--- src/rtl/dmagc_pkg.sv ---
package dmagc_pkg;
  localparam int unsigned DW = 32;

  // Software-visible byte offsets
  localparam logic [7:0] OFS_CTRL    = 8'h00;
  localparam logic [7:0] OFS_PEND    = 8'h04;
  localparam logic [7:0] OFS_BELL_RO = 8'h08;
  localparam logic [7:0] OFS_BELL    = 8'h0C;
  localparam logic [7:0] OFS_CKE     = 8'h10;
  localparam logic [7:0] OFS_CKE_SET = 8'h14;
  localparam logic [7:0] OFS_CKE_CLR = 8'h18;
  localparam logic [7:0] OFS_PMASK   = 8'h1C;

  // Global control bit positions
  localparam int unsigned B_EN    = 0;
  localparam int unsigned B_AERR  = 2;
  localparam int unsigned B_HALT  = 3;
  localparam int unsigned B_MODEA = 27;
  localparam int unsigned B_MODEB = 31;

  typedef struct packed {
    logic ctrl;
    logic pend;
    logic bell;
    logic cke_ld;
    logic cke_set;
    logic cke_clr;
    logic pmask;
  } wsel_t;
endpackage

--- src/rtl/dmagc_rstsync.sv ---
module dmagc_rstsync (
  input  logic clk,
  input  logic rst_n,
  output logic rst_sync_n
);
  logic s1_q, s2_q;

  always_ff @(posedge clk or negedge rst_n) begin
    if (!rst_n) begin
      s1_q <= 1'b0;
      s2_q <= 1'b0;
    end else begin
      s1_q <= 1'b1;
      s2_q <= s1_q;
    end
  end

  assign rst_sync_n = s2_q;
endmodule

--- src/rtl/dmagc_ctrl.sv ---
module dmagc_ctrl
  import dmagc_pkg::*;
(
  input  logic          clk,
  input  logic          rst_n,
  input  logic          we,
  input  logic [DW-1:0] wdata,
  input  logic          any_halt,
  input  logic          any_aerr,
  output logic          en,
  output logic [DW-1:0] ctrl_rd
);
  logic en_q, en_d;
  logic aerr_q, aerr_d;
  logic halt_q, halt_d;
  logic [1:0] mode_q, mode_d;
  logic upd;

  always_comb begin
    en_d   = en_q;
    mode_d = mode_q;
    aerr_d = aerr_q | any_aerr;
    halt_d = halt_q | any_halt;
    if (we) begin
      en_d   = wdata[B_EN];
      mode_d = {wdata[B_MODEB], wdata[B_MODEA]};
      aerr_d = (aerr_q & wdata[B_AERR]) | any_aerr;
      halt_d = (halt_q & wdata[B_HALT]) | any_halt;
    end
  end

  assign upd = we | any_halt | any_aerr;

  always_ff @(posedge clk or negedge rst_n) begin
    if (!rst_n) begin
      en_q   <= 1'b0;
      aerr_q <= 1'b0;
      halt_q <= 1'b0;
      mode_q <= 2'b00;
    end else if (upd) begin
      en_q   <= en_d;
      aerr_q <= aerr_d;
      halt_q <= halt_d;
      mode_q <= mode_d;
    end
  end

  always_comb begin
    ctrl_rd          = '0;
    ctrl_rd[B_EN]    = en_q;
    ctrl_rd[B_AERR]  = aerr_q;
    ctrl_rd[B_HALT]  = halt_q;
    ctrl_rd[B_MODEA] = mode_q[0];
    ctrl_rd[B_MODEB] = mode_q[1];
  end

  assign en = en_q;

  // a channel report always leaves the flag set
  a_r3_aerr_set: assert property (@(posedge clk) disable iff (!rst_n)
    any_aerr |=> aerr_q);
  a_r3_halt_set: assert property (@(posedge clk) disable iff (!rst_n)
    any_halt |=> halt_q);
  // a flag only rises after a report
  a_r3_no_spont: assert property (@(posedge clk) disable iff (!rst_n)
    ($rose(aerr_q) || $rose(halt_q)) |-> $past(any_aerr || any_halt));
  // a clearing write with no report drops the halt flag
  a_r3_halt_clr: assert property (@(posedge clk) disable iff (!rst_n)
    (we && !wdata[B_HALT] && !any_halt) |=> !halt_q);
endmodule

--- src/rtl/dmagc_pend.sv ---
module dmagc_pend #(
  parameter int unsigned NCH = 8
) (
  input  logic           clk,
  input  logic           rst_n,
  input  logic           we,
  input  logic [NCH-1:0] wkeep,
  input  logic [NCH-1:0] set_v,
  output logic [NCH-1:0] pend
);
  logic [NCH-1:0] pend_q, pend_d;

  for (genvar i = 0; i < NCH; i++) begin : g_bit
    always_comb begin
      pend_d[i] = pend_q[i];
      if (we) pend_d[i] = pend_q[i] & wkeep[i];
      if (set_v[i]) pend_d[i] = 1'b1;
    end

    always_ff @(posedge clk or negedge rst_n) begin
      if (!rst_n)                pend_q[i] <= 1'b0;
      else if (we || set_v[i])   pend_q[i] <= pend_d[i];
    end
  end

  assign pend = pend_q;

  // every enabled event is latched
  a_r4_event_sets: assert property (@(posedge clk) disable iff (!rst_n)
    (set_v != '0) |=> ((pend_q & $past(set_v)) == $past(set_v)));
  // no bit rises without an event
  a_r5_no_spont: assert property (@(posedge clk) disable iff (!rst_n)
    ((pend_q & ~$past(pend_q) & ~$past(set_v)) == '0));
  // bits written as 1 stay pending
  a_r5_keep_ones: assert property (@(posedge clk) disable iff (!rst_n)
    we |=> ((pend_q & $past(pend_q & wkeep)) == $past(pend_q & wkeep)));
endmodule

--- src/rtl/dmagc_chanbits.sv ---
module dmagc_chanbits #(
  parameter int unsigned NCH = 8
) (
  input  logic           clk,
  input  logic           rst_n,
  input  logic           bell_we,
  input  logic           cke_ld,
  input  logic           cke_set,
  input  logic           cke_clr,
  input  logic           pmask_we,
  input  logic [NCH-1:0] wbits,
  output logic [NCH-1:0] fetch,
  output logic [NCH-1:0] cke,
  output logic [NCH-1:0] pmask
);
  logic [NCH-1:0] fetch_q, fetch_d;
  logic [NCH-1:0] cke_q, cke_d;
  logic [NCH-1:0] pm_q;
  logic           cke_upd;

  assign cke_upd = cke_ld | cke_set | cke_clr;

  for (genvar i = 0; i < NCH; i++) begin : g_ch
    always_comb begin
      fetch_d[i] = bell_we & wbits[i];
      cke_d[i]   = cke_q[i];
      if (cke_ld)                    cke_d[i] = wbits[i];
      else if (cke_set && wbits[i])  cke_d[i] = 1'b1;
      else if (cke_clr && wbits[i])  cke_d[i] = 1'b0;
    end

    always_ff @(posedge clk or negedge rst_n) begin
      if (!rst_n) begin
        fetch_q[i] <= 1'b0;
        cke_q[i]   <= 1'b0;
        pm_q[i]    <= 1'b0;
      end else begin
        fetch_q[i] <= fetch_d[i];
        if (cke_upd)  cke_q[i] <= cke_d[i];
        if (pmask_we) pm_q[i]  <= wbits[i];
      end
    end
  end

  assign fetch = fetch_q;
  assign cke   = cke_q;
  assign pmask = pm_q;

  // a start pulse only follows a doorbell write
  a_r7_pulse_src: assert property (@(posedge clk) disable iff (!rst_n)
    (fetch_q != '0) |-> $past(bell_we));
  // set alias turns on the addressed bits
  a_r8_set_on: assert property (@(posedge clk) disable iff (!rst_n)
    cke_set |=> ((cke_q & $past(wbits)) == $past(wbits)));
  // clear alias turns off the addressed bits
  a_r8_clr_off: assert property (@(posedge clk) disable iff (!rst_n)
    cke_clr |=> ((cke_q & $past(wbits)) == '0));
endmodule

--- src/rtl/dma_gctl.sv ---
module dma_gctl
  import dmagc_pkg::*;
#(
  parameter int unsigned NCH    = 8,
  parameter int unsigned ADDR_W = 8
) (
  input  logic              clk,
  input  logic              rst_n,
  input  logic              reg_we,
  input  logic [ADDR_W-1:0] reg_addr,
  input  logic [DW-1:0]     reg_wdata,
  output logic [DW-1:0]     reg_rdata,
  input  logic [NCH-1:0]    ch_done,
  input  logic [NCH-1:0]    ch_halt,
  input  logic [NCH-1:0]    ch_addr_err,
  input  logic [NCH-1:0]    ch_irq_en,
  output logic [NCH-1:0]    fetch_start,
  output logic [NCH-1:0]    clk_en,
  output logic              irq
);
  localparam int unsigned PADW = DW - NCH;

  logic           rst_i_n;
  wsel_t          wsel;
  logic           en;
  logic [DW-1:0]  ctrl_rd;
  logic [NCH-1:0] pend, set_v, pmask;
  logic [NCH-1:0] wbits;

  dmagc_rstsync u_rst (.clk(clk), .rst_n(rst_n), .rst_sync_n(rst_i_n));

  function automatic logic hit(input logic [ADDR_W-1:0] a, input logic [7:0] ofs);
    return a == ADDR_W'(ofs);
  endfunction

  always_comb begin
    wsel.ctrl    = reg_we & hit(reg_addr, OFS_CTRL);
    wsel.pend    = reg_we & hit(reg_addr, OFS_PEND);
    wsel.bell    = reg_we & hit(reg_addr, OFS_BELL);
    wsel.cke_ld  = reg_we & hit(reg_addr, OFS_CKE);
    wsel.cke_set = reg_we & hit(reg_addr, OFS_CKE_SET);
    wsel.cke_clr = reg_we & hit(reg_addr, OFS_CKE_CLR);
    wsel.pmask   = reg_we & hit(reg_addr, OFS_PMASK);
  end

  assign wbits = reg_wdata[NCH-1:0];
  assign set_v = ch_irq_en & (ch_done | ch_halt | ch_addr_err);

  dmagc_ctrl u_ctrl (
    .clk(clk), .rst_n(rst_i_n), .we(wsel.ctrl), .wdata(reg_wdata),
    .any_halt(|ch_halt), .any_aerr(|ch_addr_err),
    .en(en), .ctrl_rd(ctrl_rd)
  );

  dmagc_pend #(.NCH(NCH)) u_pend (
    .clk(clk), .rst_n(rst_i_n), .we(wsel.pend), .wkeep(wbits),
    .set_v(set_v), .pend(pend)
  );

  dmagc_chanbits #(.NCH(NCH)) u_bits (
    .clk(clk), .rst_n(rst_i_n), .bell_we(wsel.bell),
    .cke_ld(wsel.cke_ld), .cke_set(wsel.cke_set), .cke_clr(wsel.cke_clr),
    .pmask_we(wsel.pmask), .wbits(wbits),
    .fetch(fetch_start), .cke(clk_en), .pmask(pmask)
  );

  always_comb begin
    reg_rdata = '0;
    if (hit(reg_addr, OFS_CTRL))       reg_rdata = ctrl_rd;
    else if (hit(reg_addr, OFS_PEND))  reg_rdata = {{PADW{1'b0}}, pend};
    else if (hit(reg_addr, OFS_CKE))   reg_rdata = {{PADW{1'b0}}, clk_en};
    else if (hit(reg_addr, OFS_PMASK)) reg_rdata = {{PADW{1'b0}}, pmask};
  end

  assign irq = en & (|pend);

  // the interrupt line stays low while the controller is disabled
  a_r6_irq_needs_en: assert property (@(posedge clk) disable iff (!rst_i_n)
    irq |-> ctrl_rd[B_EN]);
  // nothing leaves the block while held in reset
  a_r1_quiet_reset: assert property (@(posedge clk)
    !rst_i_n |-> (fetch_start == '0 && clk_en == '0 && !irq));
endmodule

--- config.mk ---
export PLATFORM = sky130hd
export DESIGN_NAME = dma_gctl
export DESIGN_NICKNAME = d
export VERILOG_FILES = /design/src/rtl/dmagc_pkg.sv /design/src/rtl/dmagc_rstsync.sv /design/src/rtl/dmagc_ctrl.sv /design/src/rtl/dmagc_pend.sv /design/src/rtl/dmagc_chanbits.sv /design/src/rtl/dma_gctl.sv
export SDC_FILE = /design/constraint.sdc
export NUM_CORES = 1
export LEC_CHECK = 0
export ABC_AREA = 0
export CORE_MARGIN = 2
export CORE_UTILIZATION = 36
export CTS_BUF_LIST = sky130_fd_sc_hd__clkbuf_8
export DETAILED_ROUTE_END_ITERATION = 10
export PLACE_DENSITY = 0.87
export RECOVER_POWER = 25
export SETUP_SLACK_MARGIN = 0.15
export SYNTH_ARGS = -nofsm -noshare
export SYNTH_HDL_FRONTEND = slang
export SYNTH_SLANG_ARGS = --single-unit
export TNS_END_PERCENT = 20
--- constraint.sdc ---
create_clock -name clk -period 1.9 [get_ports clk]
set_clock_uncertainty 0.05 [all_clocks]
set_input_delay 0.475 -clock clk [delete_from_list [all_inputs] [get_ports clk]]
set_output_delay 0.475 -clock clk [all_outputs]
set_load 0.005 [all_outputs]
==> results by group <==
CTS
  • CTS sink cnt: 39
  • Clk Latency, worst-skew pair: roughly 0.3 ns
  • Htree depth: 2
  • Clk buf depth: 2
  • Cts hold-fix bufs: 0
  • CTS root buffer: clkbuf_8
  • CTS Buf Count: 5
  • CTS tree: yes
  • Worst-path clk slew: ~0.07 ns

Placement
  • Hpwl dp: 4.90 mm
  • Placed Instances: 385
  • IO buf count: ~80
  • GPL Wtd Cong: between 0.8 and 0.9

Timing
  • Worst Tran Pin Value: 0.895 ns
  • Final Hold Viols: 0
  • Final Critical Period: around 2.1 ns
  • Slew Viols, Final: 0
  • Fin crit share: 1.09
  • RSZ-0062 raised after global routing: yes
  • Fin Hold WS: 0.304 ns
  • Fmax: 483 MHz
  • Finish-stage setup viols: 10
  • Fin worst setup slack: -0.171 ns
  • Relative slew slack: 0.404

Floorplanning
  • Initial core utilization: 0.366
  • Die width: 83.6 um
  • Rows: 29
  • Core Region: ~6200 sq um
  • Die height: roughly 84 um
  • I/O pin total: 124
  • Die ar.: 7000 sq um

Logic synthesis
  • Post-synthesis cell type count: 39
  • Post-Synthesis Cell Area: 2280 sq um
  • Fraction of registers with async set/reset: 1.00
  • Syn avg cell area: 10.9 sq um
  • Register area share after synthesis: 0.427
  • Syn Inst Count: 210
  • Yosys Warn Count: 0
  • #FFs+latches synth: 39
  • Post-synth EDFFs: 0
  • Primary FF master, synth: dfrtp_1

Pwr
  • Pwr Density: 500 nW/um^2
  • Reg power frac: 0.465
  • Static leakage power: around 0.0017 uW
  • Comb power frac: 0.219
  • Cell Int Power: 1380 uW
  • Clock power share: 0.316
  • Peak supply drop: 0.000258 V
  • Final Power: around 1900 uW
  • Sw power: 510 uW
  • Sw frac: 0.270

Worst setup path
  • WP data required: about 1.4 ns
  • Startpoint Class: input port
  • Ordered cell list for the critical path: buf_6 > nor4b_4 > buf_6 > buf_6 > nand3_2 > a22oi_2 > buf_2
  • Largest stage delay, worst path: 0.28 ns
  • Critical Path Source: reg_addr[6]
  • Reg2reg start: u_rst.rst_sync_n
  • Worst-path fanout max: 5
  • CP endpoint kind: output pin
  • Kind of critical path: in2out
  • Crit-path most repeated cell: buf_6
  • Slowest-stage cell, CP: nor4b_4
  • Crit path DAT: 1.55 ns

Final layout
  • Final non-filler cell total: 412
  • Post-layout nets: 409
  • Ant diodes: 0
  • Fill cells: 503
  • Area delta synth->final: 65.9%
  • Most frequent cells in the layout: 51 x clkdlybuf4s50_1, 39 x dfrtp_1, 34 x buf_4
  • Most common cell after layout, fill and taps aside: clkdlybuf4s50_1
  • Sequential Area: 976 sq um
  • Proportion of layout cells with a drive suffix above 1: 0.379
  • Area occupied by multi-input gates: 1420 sq um

Global routing
  • Initial antenna violation count: 0
  • Largest net degree at the start of global routing: 38
  • GRT overflow: 0
  • GRT Total Usage: 0.192
  • First-pass GRT wire length: ~11 mm
  • Vias in the first global route: 2212

Detailed routing
  • Vias per cell: 5.44
  • Routed WL: 7.45 mm
  • Final ANT Viol Nets: 0
  • Vias: 2242
  • Wire length per cell: 18.1 um
  • DR DRC count: 0
  • Drt pass-1 iters: 4
  • Iter 0 DRT Violations: 186

Flow run
  • Max_cap viols: 0

Status
  • Violated checks: setup timing
  • Status: finished, violations left

Min path
  • Worst Hold Class: reg2reg
  • Hold Path Origin: u_rst.s1_q
==> area by class of cell <==
type,instances,area share
multi-input combinational,159,0.374
timing repair buffer,129,0.317
tap,77,0.0254
clock buffer,6,0.0218
sequential,39,0.258
clock inverter,2,0.00363
==> power groups by stage <==
stage,Combinational (uW),Sequential [uW],Clock [uW]
floorplan,135,899,0
global placement,339,893,0
detailed placement,345,894,0
CTS,364,877,605
global route,441,882,640
finish,414,880,598
==> synthesized netlist by cell type, types with 2 or more instances <==
library cell	number	area share
a21o_1	2	0.0066
mux2_2	11	0.054
and2_1	8	0.022
a22oi_1	6	0.020
o2111ai_1	14	0.054
buf_4	23	0.076
and3_1	9	0.025
nand4b_1	3	0.012
o41ai_1	8	0.031
conb_1	2	0.0033
nand2b_1	3	0.0082
nor2_1	2	0.0033
nor3b_1	2	0.0066
buf_6	2	0.0099
nor4_4	2	0.019
buf_2	3	0.0066
dfrtp_1	39	0.43
nand2_1	17	0.028
a22o_1	7	0.027
nand3_1	9	0.020
nor3_1	2	0.0044
nor3b_4	2	0.016
clkbuf_1	5	0.0082
nor4_1	6	0.016
a2bb2oi_1	2	0.0077
o31ai_1	8	0.026
==> what timing repair did <==
item                       in CTS  in global routing
setup endpoints to repair      54                 33
buffers inserted               16                  2
resized for setup             111                 56
pin swaps                      14                 22
gates cloned                    0                  1
==> sequential cells by signal, summed over array words and instances, names as in the netlist <==
signal,cells
u_pend.pend,8
u_bits.pmask,8
u_ctrl.mode_q,2
u_rst.rst_sync_n,1
u_rst.s1_q,1
u_bits.fetch,8
u_ctrl.halt_q,1
u_bits.cke,8
u_ctrl.aerr_q,1
u_ctrl.en,1
==> kinds of logic (layout without fill, tap and decap cells) <==
family                 count (synthesis)  count (layout)  share of synthesized area
buffers and inverters                 33             137                      0.100
and+or+nand+nor                       74              74                      0.228
DFF                                   39              39                      0.427
AOI/OAI and AO/OA                     50              50                      0.182
other                                  2              23                    0.00329
muxes                                 12              12                     0.0586
==> worst paths after layout <==
check	slack, ns	to	cells after the start
min	0.30	u_rst.rst_sync_n	0
min reg2reg	0.30	u_rst.rst_sync_n	0
max	-0.17	reg_rdata[5]	7
max in group asynchronous	0.84	u_bits.cke[3]	1
min in group asynchronous	0.35	u_rst.s1_q	1
max reg2reg	0.84	u_bits.cke[3]	1
==> critical path: cells and delay by family <==
family,cells,cell delay [ns]
compound gates,1,0.17
simple gates,2,0.38
buf+inv,4,0.52
==> layer usage <==
metal	part of all wire	vias up	GRT usage
li1	-	1020	-
met2	0.53	108	0.344
met1	0.37	1091	0.209
met3	0.064	23	0.0524
met4	0.027	0	0.0894
met5	0	-	0
==> through the flow <==
step           cell area [sq um]  setup TNS (ns)  setup WS [ns]  utilization
3_3_place_gp                3280          -25.63         -0.994        0.525
4_1_cts                     3540           -1.85         -0.236        0.568
2_1_floorplan               2390          -0.207        -0.0346            -
6_report                    3790           -1.20         -0.171        0.607
3_5_place_dp                3280          -26.38          -1.00        0.525
5_1_grt                     3790           -1.65         -0.209        0.607
No activity file was read; power rests on OpenSTA's default activity.
